### src/rtl/bm_pkg.sv
package bm_pkg;
  // Number of base registers, addressed by the low CPU address bits.
  localparam int NUM_BASES = 2;
  localparam int STACK_IDX = 0;
  localparam int BANK_IDX  = 1;

  typedef enum logic {
    RGN_STACK = 1'b0,
    RGN_BANK  = 1'b1
  } region_e;
endpackage

### src/rtl/bm_base_regs.sv
module bm_base_regs #(
  parameter int BANK_W = 8,
  parameter int NREG   = 2,
  localparam int IDX_W = (NREG > 1) ? $clog2(NREG) : 1
) (
  input  logic                         clk,
  input  logic                         rst_n,
  input  logic                         wr_en,
  input  logic [IDX_W-1:0]             wr_idx,
  input  logic [BANK_W-1:0]            wr_data,
  output logic [NREG-1:0][BANK_W-1:0]  base_q
);
  for (genvar g = 0; g < NREG; g++) begin : g_base
    logic hit;
    assign hit = wr_en && (wr_idx == IDX_W'(g));
    always_ff @(posedge clk) begin
      if (!rst_n)   base_q[g] <= '0;
      else if (hit) base_q[g] <= wr_data;
    end
  end
endmodule

### src/rtl/bm_region.sv
module bm_region #(
  parameter int SEG_W = 6
) (
  input  logic [SEG_W-1:0] seg,
  output bm_pkg::region_e  rgn
);
  // Segment zero is the zero-page / stack area; anything else is banked.
  assign rgn = (|seg) ? bm_pkg::RGN_BANK : bm_pkg::RGN_STACK;
endmodule

### src/rtl/bm_seg_add.sv
module bm_seg_add #(
  parameter int BANK_W = 8,
  parameter int SEG_W  = 6
) (
  input  logic [BANK_W-1:0] base,
  input  logic [SEG_W-1:0]  seg,
  output logic [BANK_W-1:0] sum
);
  // Segment is zero-extended; the carry out is dropped by the width.
  assign sum = base + BANK_W'(seg);
endmodule

### src/rtl/bm_mapper.sv
module bm_mapper #(
  parameter int OFS_W  = 9,
  parameter int SEG_W  = 6,
  parameter int BANK_W = 8,
  localparam int CPU_AW  = OFS_W + SEG_W + 1,
  localparam int PHYS_AW = OFS_W + BANK_W,
  localparam int NREG    = bm_pkg::NUM_BASES,
  localparam int IDX_W   = (NREG > 1) ? $clog2(NREG) : 1
) (
  input  logic               clk,
  input  logic               rst_n,
  input  logic [CPU_AW-1:0]  cpu_addr,
  input  logic               cpu_wr,
  input  logic               cfg_sel,
  input  logic [BANK_W-1:0]  cpu_wdata,
  output logic [PHYS_AW-1:0] phys_addr,
  output logic               ram_en
);
  logic [NREG-1:0][BANK_W-1:0] base_q;
  logic [SEG_W-1:0]            seg;
  logic [OFS_W-1:0]            ofs;
  bm_pkg::region_e             rgn;
  logic [BANK_W-1:0]           base_sel;
  logic [BANK_W-1:0]           upper;

  assign ofs = cpu_addr[OFS_W-1:0];
  assign seg = cpu_addr[OFS_W +: SEG_W];

  bm_base_regs #(.BANK_W(BANK_W), .NREG(NREG)) i_regs (
    .clk     (clk),
    .rst_n   (rst_n),
    .wr_en   (cpu_wr && cfg_sel),
    .wr_idx  (cpu_addr[IDX_W-1:0]),
    .wr_data (cpu_wdata),
    .base_q  (base_q)
  );

  bm_region #(.SEG_W(SEG_W)) i_region (
    .seg (seg),
    .rgn (rgn)
  );

  assign base_sel = (rgn == bm_pkg::RGN_BANK) ? base_q[bm_pkg::BANK_IDX]
                                              : base_q[bm_pkg::STACK_IDX];

  bm_seg_add #(.BANK_W(BANK_W), .SEG_W(SEG_W)) i_add (
    .base (base_sel),
    .seg  (seg),
    .sum  (upper)
  );

  assign phys_addr = {upper, ofs};
  assign ram_en    = ~cpu_addr[CPU_AW-1];
endmodule

### config.mk
export PLATFORM = sky130hd
export DESIGN_NAME = bm_mapper
export DESIGN_NICKNAME = d
export VERILOG_FILES = /design/src/rtl/bm_pkg.sv /design/src/rtl/bm_base_regs.sv /design/src/rtl/bm_region.sv /design/src/rtl/bm_seg_add.sv /design/src/rtl/bm_mapper.sv
export SDC_FILE = /design/constraint.sdc
export NUM_CORES = 1
export LEC_CHECK = 0
export CAP_MARGIN = 20
export CORE_MARGIN = 4
export CORE_UTILIZATION = 43
export CTS_BUF_LIST = sky130_fd_sc_hd__clkbuf_2 sky130_fd_sc_hd__clkbuf_4 sky130_fd_sc_hd__clkbuf_8
export CTS_CLUSTER_SIZE = 40
export DETAILED_ROUTE_END_ITERATION = 6
export PLACE_DENSITY = 0.93
export SLEW_MARGIN = 10
export SYNTH_ARGS = -nofsm -noshare
export SYNTH_HDL_FRONTEND = slang
export SYNTH_SLANG_ARGS = --single-unit
export TNS_END_PERCENT = 30
### constraint.sdc
create_clock -name clk -period 3 [get_ports clk]
set_input_delay 0.3 -clock clk [delete_from_list [all_inputs] [get_ports clk]]
set_output_delay 0.3 -clock clk [all_outputs]
set_load 0.02 [all_outputs]
# --- After elaboration in Yosys (flattened, before gate mapping) ---
# Index checks and enable logic that the tools add are counted.
totals:
  regBits: 16
  latchBits: 0
  mem_bits_rw: 0
  rom_bits: 0
  in_bits: 28
  wordCells: 11
  memories: 0
op_classes:
  addsub: 1
  multipliers: 0
  div_mod_pow: 0
  order_cmp: 0
  eq_ne: 0
  n_shift: 0
  muxes: 2
  n_bitwise: 2
  n_reduce_logical: 4
op_table:
  columns: ["operator", "n"]
  rows:
  - ["8-bit by 6-bit adder with 8-bit output", 1]
  - ["8-bit 2-to-1 mux", 1]
  - ["6-bit OR reduction", 1]
  - ["1-bit logical AND", 3]
  - ["1-bit NOT", 2]
  - ["1-bit 2-to-1 mux", 1]

# --- Longest topological paths before layout ---
logic_depth:
  word_depth: 4
  mapped_depth: 10

# --- Hierarchy ---
# Synthesis repeated with hierarchy kept, for this count alone.
hier_totals:
  hier_cells: 123
  area_unflattened_um2: 1132.3
modules_own_cells:
  columns: ["module", "n_inst", "cells_per_inst", "area_each_um2"]
  rows:
  - ["bm_base_regs", 1, 62, 620.6]
  - ["bm_seg_add", 1, 38, 289.0]
  - ["bm_mapper", 1, 20, 209.0]
  - ["bm_region", 1, 3, 13.8]

# --- Worst setup path after synthesis ---
# OpenSTA, ideal clock, no wires.
synth_path:
  kind: "input-to-output"
  from: "in cpu_addr[13]"
  to: "out phys_addr[15]"
  t_arrival_ns: 2.613
  required_ns: 2.700
  path_slack_ns: 0.087
  stages: 10
  cell_sequence: "nor4_2 -> nand2_2 -> mux2_2 -> ha_1 -> fa_1 -> a21o_1 -> a21oi_1 -> o21bai_1 -> a21oi_1 -> xor2_1"
synth_via:
  elab_chain_cells: 4
synth_rtl:
  columns: ["item", "line_no", "source"]
  rows:
  - ["start: declaration", "bm_mapper.sv:12", "input logic [CPU_AW-1:0] cpu_addr,"]
  - ["6-bit OR reduction", "bm_region.sv:8", "assign rgn = (|seg) ? bm_pkg::RGN_BANK : bm_pkg::RGN_STACK;"]
  - ["1-bit 2-to-1 mux", "bm_region.sv:8", null]
  - ["8-bit 2-to-1 mux", "bm_mapper.sv:43", "assign base_sel = (rgn == bm_pkg::RGN_BANK) ? base_q[bm_pkg::BANK_IDX]"]
  - ["8-bit by 6-bit adder with 8-bit output (*)", "bm_seg_add.sv:10", "assign sum = base + BANK_W'(seg);"]
  - ["end: declaration", "bm_mapper.sv:16", "output logic [PHYS_AW-1:0] phys_addr,"]
# Mark *: on every way between the ends. The rest lies on a longest branch, timed or not.

# --- Worst setup path after layout ---
layout_path:
  from: "in cpu_addr[9]"
  to: "out phys_addr[15]"
# The elaborated chain is that of the path after synthesis.

==> reports/qor.yml <==
nNetsFinal: 180
start_kind: "input port"
gr-total-overflow: 0
vias: 859
grt_max_degree: 17
crit_end: "phys_addr[15]"
slowest_delay_ns: 0.34
timing.fmax_mhz: 349.5
crit_path_cell_trace: "buf_2 > nor4_4 > nand2_2 > mux2_4 > ha_4 > fa_2 > a21o_1 > a21oi_2 > o21bai_1 > a21oi_1 > xor2_1 > buf_4"
synth_nets: 137
wirelength_um: 2322
finalHoldViolCount: 0
finalCriticalPeriod_ns: 2.861
drcViolationCount: 0
dieArea_sq_um: 3225
ys_ff_latch: 16
top_register: "i_regs.base_q"
crit_family: "compound AO/OA/AOI/OAI gates"
fin_worst_skew_ns: 0
rows: 17
synth_common_cells: "17 x mux2i_1, 16 x dfxtp_1, 16 x nor2b_1"
diodes: 0
seq_power_share_pct: 47.6
placedCellCount: 168
critical_path_class: "in2out"
crit_buf_inv: 2
synthArstFlopShare_pct: 0
critPathMaxFanout: 2
die_w_um: 56.79
switching_power_uw: 124.8
setup_tns_ns: 0
ir_drop_v: 0.0002402
ys.flop_type: "dfxtp_1"
worst_pin_slew_ns: 0.5520
cts.sinks: 16
synth.top_cell.area_share_pct: 31.30
yosysSeqAreaShare_pct: 31.30
track_usage_pct: 15.75
max-slew-margin-rel_pct: 63.09
rsz0062_at_grt: "false"
status: "completed"
synth_top_area_cell: "dfxtp_1"
antenna_left: 0
setup.worst_path.start: "cpu_addr[9]"
p_leak_uw: 0.0007243
netlist_top_cells_area: "dfxtp_1 31%, mux2i_1 17%, nor2b_1 9.8%, ha_1 7.3%, buf_4 6.6%"
grt_antenna_before_repair: 0
cts_buffers: 3
syn_inst: 102
place_area_sq_um: 1423
wire_per_inst_um: 13.58
reg_top3: "i_regs.base_q x16"
yosysMostFrequentCell: "mux2i_1"
post-route-worst-setup-slack_ns: 0.1386
utilization_pct: 66.55
syn2layout_area_growth_pct: 45.23
first_pass_iters: 4
die_h_um: 56.79
core_area_sq_um: 2233
final-max-slew-violation-count: 0
initial_core_util_pct: 45.83
dp_slack_ns: -0.7945
switching_share_pct: 26.59
cp.depth: 12
layoutNonFillerInstCount: 171
drive_above_1_share_pct: 32.17
tritoncts: "yes"
ctsHtreeMaxLevel: 1
fin_crit_sh_pct: 95.38
dp_hpwl_um: 1901
postCtsHoldBufs: 0
n_fill_cell: 189
largest_reg_flops: 16
cts_root_buf: "clkbuf_4"
syn-cell-area_sq_um: 1023
yosysWarnings: 0
p_per_area_nw_per_um2: 315.7
r2r_setup_slack_ns: 2.34
synth_edf_count: 0
io_pins: 46
combPwrFrac_pct: 29.9
finalInstanceArea_sq_um: 1486
drv_cap: 0
reg2regPathDepth: 2
cts_buffer_depth: 2
routed_via_density: 5.023
drt_iter0_markers: 12
io_buffer_count: 29
p_int_uw: 344.5
clkPwrFrac_pct: 22.5
grt_pass1_vias: 922
clk_pin_slew_ns: 0.08
gp_congestion: 0.8296
crit_required_ns: 2.70
finalSetupViolations: 0
worstSkewPairLatency_ns: 0.27
crit_slowest_cell: "fa_2"
avgSynthCellArea_sq_um: 10.03
r2r_start: "i_regs.base_q[10]"
hold_path_class: "reg2reg"
cp-end-kind: "output port"
reg2reg_to: "i_regs.base_q[10]"
crit_arrival_ns: 2.56
synth_cell_types: 26
grt_pass1_wl_um: 4098
layout make-up:
class / count / area [sq um] / area share [%]
clock buffer: 3 / 22.52 / 1.515
inverter: 2 / 7.507 / 0.5050
multi-input combinational: 73 / 683.2 / 45.96
sequential: 16 / 320.3 / 21.55
tap: 28 / 35.03 / 2.357
timing repair buffer: 49 / 417.9 / 28.11
worst min-delay path by stage:
stage	slack, ns	to	startpoint	depth (start not counted)
2_1_floorplan	0.43	i_regs.base_q[0]	rst_n	1
3_3_place_gp	0.49	i_regs.base_q[11]	i_regs.base_q[11]	2
3_5_place_dp	0.50	i_regs.base_q[13]	i_regs.base_q[13]	2
4_1_cts	0.53	i_regs.base_q[3]	i_regs.base_q[3]	2
5_1_grt	0.55	i_regs.base_q[11]	i_regs.base_q[11]	2
6_report	0.52	i_regs.base_q[5]	i_regs.base_q[5]	2
through the flow:
step,hold slack [ns],power (uW)
2_1_floorplan,0.4282,309.2
3_3_place_gp,0.4940,364.7
3_5_place_dp,0.5042,369.8
4_1_cts,0.5301,476.2
5_1_grt,0.5523,496.3
6_report,0.5220,469.3
cell usage in the layout (no fill, tap or decap), types with 2 or more instances in the layout:
master           synthesis  routed
ha_1                     6       4
mux2_2                   6       4
mux2i_1                 17      17
dfxtp_1                 16      16
buf_4                    9      22
xnor2_1                  3       3
clkbuf_4                 0       3
ha_4                     0       2
o21a_1                   2       2
clkdlybuf4s50_1          0      17
xor2_1                   2       2
nor2_1                   5       5
a21o_1                   2       2
inv_1                    2       2
nor2b_1                 16      16
clkbuf_2                 0       2
mux2_4                   0       2
dlygate4sd2_1            0       4
tightest hold or removal path, stage by stage (launching register included):
cell     delay, ns
dfxtp_1       0.33
mux2i_1       0.07
nor2b_1       0.09
power groups by stage:
stage / clock network [uW] / registers (uW) / logic [uW]
after floorplan: 0 / 227 / 82.1
after global placement: 0 / 228 / 137
after detailed placement: 0 / 228 / 142
after CTS: 111 / 223 / 142
after global routing: 120 / 224 / 152
final: 106 / 223 / 140
what timing repair did:
item / CTS / global route
pin swaps: 9 / 8
resized for setup: 41 / 6
endpoints found under the setup margin: 7 / 4
buffers inserted: 0 / 0
layer usage:
layer  up-vias  wire length [um]  track usage (%)
li1        427                 -                -
met2        26              1202            29.87
met1       398               937            17.17
met4         0                34            5.629
met3         8               148            2.759
met5         -                 0                0
cell families (layout without fill, tap and decap cells):
group / Yosys count / in the layout / share of synthesized area [%]
adders and majority gates: 7 / 7 / 9.291
muxes: 24 / 24 / 24.57
xor gates and xnor gates: 5 / 5 / 4.280
DFF: 16 / 16 / 31.30
and+or+nand+nor: 27 / 27 / 15.77
AOI/OAI and AO/OA: 10 / 10 / 6.600
buffers and inverters: 13 / 54 / 8.190
Note: power is estimated with default switching activity, not from simulation.
